$ cat src/rtl/imp_comp_pkg.sv
package imp_comp_pkg;

   // Default field widths of the configuration inputs.
   localparam int unsigned DEF_IVL_W = 4;
   localparam int unsigned DEF_LEN_W = 6;

   // Phase of the compensation sequencer.
   typedef enum logic {
      PH_COUNT = 1'b0,
      PH_BLOCK = 1'b1
   } comp_phase_e;

endpackage

$ cat src/rtl/imp_comp_interval.sv
module imp_comp_interval #(
   parameter int unsigned IVL_W = 4
) (
   input  logic             clk,
   input  logic             rst_n,
   input  logic             enable,
   input  logic [IVL_W-1:0] interval,
   input  logic             tick,
   input  logic             hold,
   output logic             expire
);

   if (IVL_W < 1 || IVL_W > 16) begin : g_bad_ivl_w
      $error("imp_comp_interval: IVL_W must be 1..16");
   end

   logic [IVL_W-1:0] tick_cnt;
   logic             counting;
   logic             reached;

   assign counting = enable && !hold;
   // A count at or above the setting completes the interval, so a
   // setting lowered mid-count does not force a wrap through all values.
   assign reached  = (tick_cnt >= interval);
   assign expire   = counting && tick && reached;

   always_ff @(posedge clk) begin
      if (!rst_n) begin
         tick_cnt <= '0;
      end else if (!counting) begin
         tick_cnt <= '0;
      end else if (tick) begin
         tick_cnt <= reached ? '0 : tick_cnt + 1'b1;
      end
   end

   // after any window clock the count has restarted from zero
   p_restart_after_hold_r8: assert property (@(posedge clk) disable iff (!rst_n)
      $past(hold) |-> (tick_cnt == '0));

   // with the enable low the count is held at zero
   p_idle_when_disabled_r1: assert property (@(posedge clk) disable iff (!rst_n)
      $past(!enable) |-> (tick_cnt == '0));

endmodule

$ cat src/rtl/imp_comp_window.sv
module imp_comp_window #(
   parameter int unsigned LEN_W       = 6,
   parameter bit          CAPTURE_CFG = 1'b1
) (
   input  logic             clk,
   input  logic             rst_n,
   input  logic             start,
   input  logic [LEN_W-1:0] length,
   input  logic [LEN_W-1:0] offset,
   output logic             active,
   output logic [LEN_W-1:0] win_cnt,
   output logic [LEN_W-1:0] len_eff,
   output logic [LEN_W-1:0] off_eff
);
   import imp_comp_pkg::*;

   if (LEN_W < 1 || LEN_W > 16) begin : g_bad_len_w
      $error("imp_comp_window: LEN_W must be 1..16");
   end

   comp_phase_e      phase;
   logic             at_end;
   logic             opening;

   assign active  = (phase == PH_BLOCK);
   assign opening = !active && start && (length != '0);
   assign at_end  = active && (win_cnt == len_eff - 1'b1);

   if (CAPTURE_CFG) begin : g_capture
      logic [LEN_W-1:0] len_q;
      logic [LEN_W-1:0] off_q;
      always_ff @(posedge clk) begin
         if (!rst_n) begin
            len_q <= '0;
            off_q <= '0;
         end else if (opening) begin
            len_q <= length;
            off_q <= offset;
         end
      end
      assign len_eff = len_q;
      assign off_eff = off_q;
   end else begin : g_live
      assign len_eff = length;
      assign off_eff = offset;
   end

   always_ff @(posedge clk) begin
      if (!rst_n) begin
         phase   <= PH_COUNT;
         win_cnt <= '0;
      end else if (opening) begin
         phase   <= PH_BLOCK;
         win_cnt <= '0;
      end else if (at_end) begin
         phase   <= PH_COUNT;
         win_cnt <= '0;
      end else if (active) begin
         win_cnt <= win_cnt + 1'b1;
      end
   end

   // a window never runs with a zero length
   p_len_nonzero_r7: assert property (@(posedge clk) disable iff (!rst_n)
      active |-> (len_eff != '0));

   // the window counter never passes the last window clock
   p_cnt_in_range_r3: assert property (@(posedge clk) disable iff (!rst_n)
      active |-> (win_cnt < len_eff));

endmodule

$ cat src/rtl/imp_comp_strobes.sv
module imp_comp_strobes #(
   parameter int unsigned LEN_W = 6
) (
   input  logic             clk,
   input  logic             rst_n,
   input  logic             active,
   input  logic [LEN_W-1:0] win_cnt,
   input  logic [LEN_W-1:0] len_eff,
   input  logic [LEN_W-1:0] off_eff,
   output logic             cmd_strobe,
   output logic             data_strobe
);

   // The window counter never reaches len_eff, so an offset at or
   // beyond the length never matches and gives no command strobe.
   assign cmd_strobe  = active && (win_cnt == off_eff);
   assign data_strobe = active && (win_cnt == len_eff - 1'b1);

   // the command strobe lies inside a window
   p_cmd_in_window_r5: assert property (@(posedge clk) disable iff (!rst_n)
      cmd_strobe |-> active);

   // the command strobe lasts one clock
   p_cmd_single_r5: assert property (@(posedge clk) disable iff (!rst_n)
      cmd_strobe |=> !cmd_strobe);

   // a command strobe only occurs when the offset fits the window
   p_cmd_offset_fits_r6: assert property (@(posedge clk) disable iff (!rst_n)
      cmd_strobe |-> (off_eff < len_eff));

   // the window closes right after the data strobe
   p_data_closes_r4: assert property (@(posedge clk) disable iff (!rst_n)
      data_strobe |=> !active);

endmodule

$ cat src/rtl/imp_comp_timer.sv
module imp_comp_timer #(
   parameter int unsigned IVL_W       = imp_comp_pkg::DEF_IVL_W,
   parameter int unsigned LEN_W       = imp_comp_pkg::DEF_LEN_W,
   parameter bit          CAPTURE_CFG = 1'b1
) (
   input  logic             clk,
   input  logic             rst_n,
   input  logic             cfg_enable,
   input  logic [IVL_W-1:0] cfg_interval,
   input  logic [LEN_W-1:0] cfg_length,
   input  logic [LEN_W-1:0] cfg_cmd_offset,
   input  logic             refresh_tick,
   output logic             block_cmds,
   output logic             cmd_update,
   output logic             data_update
);

   logic             win_active;
   logic             ivl_expire;
   logic [LEN_W-1:0] win_cnt;
   logic [LEN_W-1:0] len_eff;
   logic [LEN_W-1:0] off_eff;

   imp_comp_interval #(.IVL_W(IVL_W)) u_interval (
      .clk      (clk),
      .rst_n    (rst_n),
      .enable   (cfg_enable),
      .interval (cfg_interval),
      .tick     (refresh_tick),
      .hold     (win_active),
      .expire   (ivl_expire)
   );

   imp_comp_window #(.LEN_W(LEN_W), .CAPTURE_CFG(CAPTURE_CFG)) u_window (
      .clk     (clk),
      .rst_n   (rst_n),
      .start   (ivl_expire),
      .length  (cfg_length),
      .offset  (cfg_cmd_offset),
      .active  (win_active),
      .win_cnt (win_cnt),
      .len_eff (len_eff),
      .off_eff (off_eff)
   );

   imp_comp_strobes #(.LEN_W(LEN_W)) u_strobes (
      .clk         (clk),
      .rst_n       (rst_n),
      .active      (win_active),
      .win_cnt     (win_cnt),
      .len_eff     (len_eff),
      .off_eff     (off_eff),
      .cmd_strobe  (cmd_update),
      .data_strobe (data_update)
   );

   assign block_cmds = win_active;

   // a window only opens while the enable is high
   p_open_needs_enable_r1: assert property (@(posedge clk) disable iff (!rst_n)
      $rose(block_cmds) |-> $past(cfg_enable));

   // every window ends with its data strobe
   p_close_after_data_r4: assert property (@(posedge clk) disable iff (!rst_n)
      $fell(block_cmds) |-> $past(data_update));

   // the data strobe lies inside a window
   p_data_in_window_r4: assert property (@(posedge clk) disable iff (!rst_n)
      data_update |-> block_cmds);

endmodule

$ cat config.mk
export PLATFORM = sky130hd
export DESIGN_NAME = imp_comp_timer
export DESIGN_NICKNAME = d
export VERILOG_FILES = /design/src/rtl/imp_comp_pkg.sv /design/src/rtl/imp_comp_interval.sv /design/src/rtl/imp_comp_window.sv /design/src/rtl/imp_comp_strobes.sv /design/src/rtl/imp_comp_timer.sv
export SDC_FILE = /design/constraint.sdc
export NUM_CORES = 1
export LEC_CHECK = 0
export BUFFER_PORTS_ARGS = -buffer_cell sky130_fd_sc_hd__buf_4
export CORE_MARGIN = 3
export CORE_UTILIZATION = 40
export DETAILED_ROUTE_END_ITERATION = 16
export PLACE_DENSITY_LB_ADDON = 0.08
export SYNTH_ARGS = -nofsm -noshare
export SYNTH_HDL_FRONTEND = slang
export SYNTH_HIERARCHICAL = 1
export SYNTH_SLANG_ARGS = --single-unit
$ cat constraint.sdc
create_clock -name clk -period 2.75 [get_ports clk]
set_input_delay 0.275 -clock clk [delete_from_list [all_inputs] [get_ports clk]]
set_output_delay 0.275 -clock clk [all_outputs]
set_load 0.05 [all_outputs]
==> results of run 1 <==
-- per-stage QoR --
| step | util | hold WS (ns) |
|---|---|---|
| 4_1_cts | 0.504 | 0.263 |
| 6_report | 0.504 | 0.264 |
| 3_3_place_gp | 0.491 | 0.470 |
| 2_1_floorplan | - | 0.416 |
| 3_5_place_dp | 0.491 | 0.473 |
| 5_1_grt | 0.504 | 0.265 |
-- cell type report --
type | count | area share
inverters | 9 | 0.0193
clock buffers | 4 | 0.0258
multi-input cells | 135 | 0.560
flip-flops and latches | 23 | 0.263
repair buffers | 23 | 0.0987
well taps | 46 | 0.0329
-- registers in the layout, indices dropped and copies added, names as in the netlist --
| register | cells |
|---|---|
| u_window/off_eff | 6 |
| u_window/win_cnt | 6 |
| u_window/active | 1 |
| u_interval/tick_cnt | 4 |
| u_window/len_eff | 6 |
-- metal layers --
| metal | global-route usage | part of all wire |
|---|---|---|
| met2 | 0.282 | 0.48 |
| met5 | 0 | 0 |
| met4 | 0.0456 | 0.0048 |
| met3 | 0.0200 | 0.016 |
| met1 | 0.216 | 0.50 |
-- power groups by stage --
stage	Combinational, mW	Sequential, mW	Clock (mW)
2_1_floorplan	0.107	0.382	0
3_3_place_gp	0.171	0.374	0
3_5_place_dp	0.175	0.373	0
4_1_cts	0.176	0.365	0.212
5_1_grt	0.192	0.368	0.229
6_report	0.175	0.365	0.206
-- Yosys cell counts (3+ instances only) --
cell | count | area, um^2
sky130_fd_sc_hd__nand3_1 | 5 | 25.0
sky130_fd_sc_hd__xnor2_1 | 17 | 149
sky130_fd_sc_hd__nor2_1 | 5 | 18.8
sky130_fd_sc_hd__nor2b_1 | 4 | 25.0
sky130_fd_sc_hd__inv_1 | 9 | 33.8
sky130_fd_sc_hd__nand4_1 | 6 | 37.5
sky130_fd_sc_hd__a21boi_0 | 10 | 75.1
sky130_fd_sc_hd__dfxtp_1 | 23 | 460
sky130_fd_sc_hd__o21ai_1 | 3 | 15.0
sky130_fd_sc_hd__clkbuf_1 | 3 | 11.3
sky130_fd_sc_hd__nand2_1 | 28 | 105
sky130_fd_sc_hd__ha_1 | 8 | 100
sky130_fd_sc_hd__a211oi_1 | 8 | 60.1
sky130_fd_sc_hd__xor2_1 | 11 | 96.3
-- critical path: stages, from the launching register on --
cell and delay [ns]:
sky130_fd_sc_hd__dfxtp_1 0.35, sky130_fd_sc_hd__inv_1 0.07, sky130_fd_sc_hd__ha_1 0.27, sky130_fd_sc_hd__nand2b_4 0.15, sky130_fd_sc_hd__a2111oi_4 0.36, sky130_fd_sc_hd__a21oi_2 0.10, sky130_fd_sc_hd__and3_2 0.23, sky130_fd_sc_hd__nand2b_1 0.10
sky130_fd_sc_hd__a31o_2 0.28, sky130_fd_sc_hd__nand2_1 0.21, sky130_fd_sc_hd__a211oi_1 0.26
-- how the worst min path moves through the flow --
stage	endpoint	slack, ns	depth (start not counted)
2_1_floorplan	u_interval/tick_cnt[3]$_SDFFE_PN0P_	0.42	2
3_3_place_gp	u_window/off_eff[1]$_SDFFE_PN0P_	0.47	2
3_5_place_dp	u_window/off_eff[2]$_SDFFE_PN0P_	0.47	2
4_1_cts	u_window/off_eff[2]$_SDFFE_PN0P_	0.26	3
5_1_grt	u_interval/tick_cnt[3]$_SDFFE_PN0P_	0.26	2
6_report	u_window/off_eff[2]$_SDFFE_PN0P_	0.26	3
-- cell families after synthesis --
group | synth area share
AOI/OAI and AO/OA | 0.196
xor gates and xnor gates | 0.164
adders and majority gates | 0.0669
buffers and inverters | 0.0376
DFF | 0.308
muxes | 0.00669
and+or+nand+nor | 0.222
==> impl_metrics.json, run 1 <==
{
  "status": "finished clean",
  "mostFrequentLayoutCells": "sky130_fd_sc_hd__nand2_1, sky130_fd_sc_hd__buf_4, sky130_fd_sc_hd__dfxtp_1",
  "switching_share": 0.293,
  "yosys_warnings": 6,
  "dp_slack_ns": 0.312,
  "post_synth.cell_area_avg_um2": 8.70,
  "track_usage": 0.164,
  "critical_path_source_type": "register",
  "finalSetupViolCount": 0,
  "n_antenna_cell": 0,
  "port_buffers": 22,
  "die_width_um": 67.2,
  "num_rows": 21,
  "multi_input_area_um2": 980,
  "fin_worst_skew_ns": 0.00124,
  "num-nets-final": 223,
  "post_cts_resized": 0,
  "route.final.wire_length_um": 3350,
  "crit_end": "u_window/win_cnt[0]$_SDFFE_PP0P_",
  "synth_cell_type_count": 43,
  "intPower_mw": 0.528,
  "synth_sequential_area_ratio": 0.308,
  "ir_worst_vdd_mv": 0.213,
  "final_min_period_over_clock_period": 0.895,
  "clock_root_buffer": "sky130_fd_sc_hd__clkbuf_8",
  "rr_endpoint": "u_window/win_cnt[0]$_SDFFE_PP0P_",
  "cts_inserted_buffers": 3,
  "hold_start": "cfg_cmd_offset[2]",
  "layout.cells.most_common": "sky130_fd_sc_hd__nand2_1",
  "std_cell_core_area_mm2": 0.00347,
  "number_of_max_slew_violations_in_the_final_report": 0,
  "r2r.worst_path.cells": 10,
  "timing.max_slew.rel_slack": 0.571,
  "fin_total_pwr_mw": 0.746,
  "setup_tns_ns": 0,
  "clock_path_buffers": 2,
  "worst_hold_path_type": "input pin to register",
  "maxCapViolations": 0,
  "dr.first_iter.drc_count": 77,
  "power_density_over_the_cells_mw_per_mm2": 427,
  "clock_power_share": 0.277,
  "worst_r2r_startpoint": "u_interval/tick_cnt[0]$_SDFFE_PN0P_",
  "via_per_inst": 5.23,
  "gp_congestion": 0.757,
  "clkTransAtPathRegs_ns": 0.08,
  "grt_max_degree": 19,
  "cts_max_level": 1,
  "power_frac_seq": 0.489,
  "r2r_slack_ns": 0.29,
  "io-pin-count": 23,
  "final_cell_count_no_fill": 240,
  "synth_async_sr_flop_share": 0,
  "post_dp_cell_area_mm2": 0.00170,
  "clock_sinks": 23,
  "cellLeakagePower_nw": 0.659,
  "tritoncts_clock_tree": "yes",
  "detailedPlacementHpwl_um": 2500,
  "layout-drive-gt1-share": 0.196,
  "worst_skew_pair.late_latency_ns": 0.26,
  "setup_slack_ns": 0.288,
  "overflow": 0,
  "design.die.area_mm2": 0.00451,
  "post-route-min-period_ns": 2.46,
  "critPathMaxFanout": 13,
  "die_extent_in_y_um": 67.2,
  "postSynthCellCount": 172,
  "comb_power_share": 0.234,
  "grt_antenna_before_repair": 0,
  "remaining_drc_errors": 0,
  "crit_end_element": "register",
  "synth_area_mm2": 0.00150,
  "rsz0062_at_grt": "no",
  "num-fill-cells": 353,
  "drtPass1Iterations": 4,
  "finalHoldViolations": 0,
  "placed_cells_incl_taps": 236,
  "synth-seq-cells": 23,
  "post-route-cell-area_mm2": 0.00175,
  "grt_first_pass_wirelength_um": 5690,
  "worstSetupPathType": "register to register",
  "timing.critical_path.arrival_ns": 2.63,
  "wl_per_cell_um": 14.0,
  "postCtsHoldBufs": 0,
  "regArea_um2": 460,
  "detailroute.via_count": 1254,
  "drt.antenna.violating_nets": 0,
  "sw_power_mw": 0.218,
  "synth_nets": 200,
  "timing.critical_path.required_ns": 2.92,
  "worst-slew-pin-transition_ns": 0.641,
  "initial_core_utilization": 0.431,
  "areaGrowthSynthToFinish_pct": 16.9,
  "edff_count_synth": 0,
  "ys_dominant_reg_cell": "sky130_fd_sc_hd__dfxtp_1",
  "max_freq_ghz": 0.406,
  "cts.repair_timing.setup_buffer_count": 0,
  "startpoint": "u_interval/tick_cnt[0]$_SDFFE_PN0P_",
  "number_of_global_route_vias_before_repair": 1271
}
No activity file was read; power rests on OpenSTA's default activity.
==> run 2: changes to the inputs <==
==> constraint.sdc (replaced) <==
create_clock -name clk -period 2.1 [get_ports clk]
set_input_delay 0.21 -clock clk [delete_from_list [all_inputs] [get_ports clk]]
set_output_delay 0.21 -clock clk [all_outputs]
set_load 0.05 [all_outputs]
==> impl_metrics.json, run 2 (same netlist as run 1, synthesis figures left out) <==
{
  "clock_power_share": 0.266,
  "drtPass1Iterations": 4,
  "clkTransAtPathRegs_ns": 0.08,
  "timing.critical_path.required_ns": 2.22,
  "num-fill-cells": 348,
  "route.final.wire_length_um": 3570,
  "grt_antenna_before_repair": 0,
  "sw_power_mw": 0.303,
  "number_of_global_route_vias_before_repair": 1306,
  "n_antenna_cell": 0,
  "track_usage": 0.174,
  "drt.antenna.violating_nets": 0,
  "whs_ns": 0.194,
  "r2r.worst_path.cells": 4,
  "worst_hold_path.num_cells": 3,
  "num-nets-final": 234,
  "timing.max_slew.rel_slack": 0.658,
  "timing.hold.worst_endpoint": "u_window/off_eff[5]$_SDFFE_PN0P_",
  "initial_core_utilization": 0.431,
  "dr.first_iter.drc_count": 51,
  "clock_root_buffer": "sky130_fd_sc_hd__clkbuf_8",
  "overflow": 0,
  "power_frac_seq": 0.471,
  "clock_sinks": 23,
  "layout.cells.most_common": "sky130_fd_sc_hd__buf_4",
  "worst_skew_pair.late_latency_ns": 0.26,
  "hold_start": "cfg_cmd_offset[5]",
  "areaGrowthSynthToFinish_pct": 31.5,
  "post_dp_cell_area_mm2": 0.00178,
  "ir_worst_vdd_mv": 0.313,
  "mostFrequentLayoutCells": "sky130_fd_sc_hd__buf_4, sky130_fd_sc_hd__nand2_1, sky130_fd_sc_hd__dfxtp_1",
  "timing.critical_path.arrival_ns": 2.17,
  "fin_worst_skew_ns": 0.00363,
  "gp_congestion": 0.859,
  "status": "finished clean",
  "finalSetupViolCount": 0,
  "intPower_mw": 0.708,
  "grt_max_degree": 19,
  "timing.critical_path.slowest_stage_cell": "sky130_fd_sc_hd__or4_4",
  "cellLeakagePower_nw": 0.750,
  "layout-drive-gt1-share": 0.346,
  "comb_power_share": 0.263,
  "detailroute.via_count": 1342,
  "setup_tns_ns": 0,
  "cts_max_level": 1,
  "share_of_the_core_filled_with_cells_in_the_final_layout": 0.567,
  "via_per_inst": 5.35,
  "detailedPlacementHpwl_um": 2600,
  "max_stage_delay_ns": 0.53,
  "power_density_over_the_cells_mw_per_mm2": 514,
  "critical_path_source_type": "register",
  "number_of_max_slew_violations_in_the_final_report": 0,
  "postCtsHoldBufs": 0,
  "num_rows": 21,
  "io-pin-count": 23,
  "clock_path_buffers": 2,
  "remaining_drc_errors": 0,
  "die_width_um": 67.2,
  "max_freq_ghz": 0.490,
  "worst_r2r_startpoint": "u_window/len_eff[0]$_SDFFE_PN0P_",
  "post-route-min-period_ns": 2.04,
  "worst_hold_path_type": "input pin to register",
  "final_min_period_over_clock_period": 0.973,
  "std_cell_core_area_mm2": 0.00347,
  "crit_end_element": "register",
  "port_buffers": 22,
  "cp_cell_sequence": "or4_4 -> or3_4 -> a211oi_4 -> a211oi_2",
  "die_extent_in_y_um": 67.2,
  "design.die.area_mm2": 0.00451,
  "finalHoldViolations": 0,
  "r2r_slack_ns": 0.06,
  "maxCapViolations": 0,
  "tritoncts_clock_tree": "yes",
  "worstSetupPathType": "register to register",
  "grt_first_pass_wirelength_um": 6040,
  "cts_inserted_buffers": 3,
  "rr_endpoint": "u_window/win_cnt[5]$_SDFFE_PP0P_",
  "post-route-cell-area_mm2": 0.00197,
  "critPathMaxFanout": 7,
  "switching_share": 0.300,
  "fin_total_pwr_mw": 1.01,
  "worst-slew-pin-transition_ns": 0.511,
  "wl_per_cell_um": 14.2
}
run 2: cell count changes in the layout (fill, tap and decap cells not counted), moves of 3 or more:
cell,delta
sky130_fd_sc_hd__buf_4,+9
sky130_fd_sc_hd__a211oi_1,-6
sky130_fd_sc_hd__a211oi_2,+6
sky130_fd_sc_hd__a21boi_0,-5
sky130_fd_sc_hd__a21boi_1,+4
sky130_fd_sc_hd__dfxtp_1,-3
run 2: power by group through the flow:
stage	combinational (mW)	sequential, mW	clock, mW
2_1_floorplan	0.145	0.500	0
3_3_place_gp	0.236	0.488	0
3_5_place_dp	0.240	0.487	0
4_1_cts	0.250	0.476	0.278
5_1_grt	0.291	0.479	0.302
6_report	0.266	0.476	0.269
run 2: cell type report:
class                      count  area, um^2  area share
inverter                       9        33.8      0.0172
sequential                    23         469       0.238
timing repair buffer          34         263       0.134
multi-input combinational    135        1100       0.559
tap                           46        57.6      0.0292
clock buffer                   4        45.0      0.0229
run 2: how the worst max path moves through the flow:
stage | depth (start not counted) | startpoint | endpoint | slack, ns
after floorplan | 11 | u_interval/tick_cnt[0]$_SDFFE_PN0P_ | u_window/len_eff[2]$_SDFFE_PN0P_ | 0.02
after global placement | 11 | u_interval/tick_cnt[0]$_SDFFE_PN0P_ | u_window/len_eff[2]$_SDFFE_PN0P_ | 0.02
after detailed placement | 10 | u_interval/tick_cnt[0]$_SDFFE_PN0P_ | u_window/win_cnt[5]$_SDFFE_PP0P_ | -0.08
after CTS | 5 | u_window/len_eff[1]$_SDFFE_PN0P_ | data_update | 0.0009
after global routing | 7 | u_window/len_eff[0]$_SDFFE_PN0P_ | data_update | -0.01
final | 4 | u_window/len_eff[0]$_SDFFE_PN0P_ | u_window/win_cnt[5]$_SDFFE_PP0P_ | 0.06
run 2: repair_timing:
item,4_1_cts,5_1_grt
setup buffers,0,2
pin swaps,0,6
gates cloned,1,0
resized for setup,10,25
setup endpoints to repair,16,20
run 2: worst max-delay path, delay by kind of cell, from the launching register on:
family / cells / cell delay [ns]
DFF: 1 / 0.37
AOI/OAI and AO/OA: 2 / 0.64
and+or+nand+nor: 2 / 0.88
run 2: per-stage QoR:
| stage | std cells | setup WS, ns |
|---|---|---|
| 6_report | 251 | 0.0571 |
| 5_1_grt | 251 | -0.0126 |
| 4_1_cts | 249 | 0.000886 |
| 3_5_place_dp | 244 | -0.0830 |
| 3_3_place_gp | 244 | 0.0172 |
| 2_1_floorplan | 172 | 0.0159 |
run 2: per-layer routing:
layer	up-vias	share of wire	routed length (um)	track usage
met5	-	0	0	0
met4	0	0.0048	17	0.0456
met3	2	0.041	147	0.0316
met1	639	0.48	1700	0.231
met2	31	0.48	1700	0.290
li1	670	-	-	-
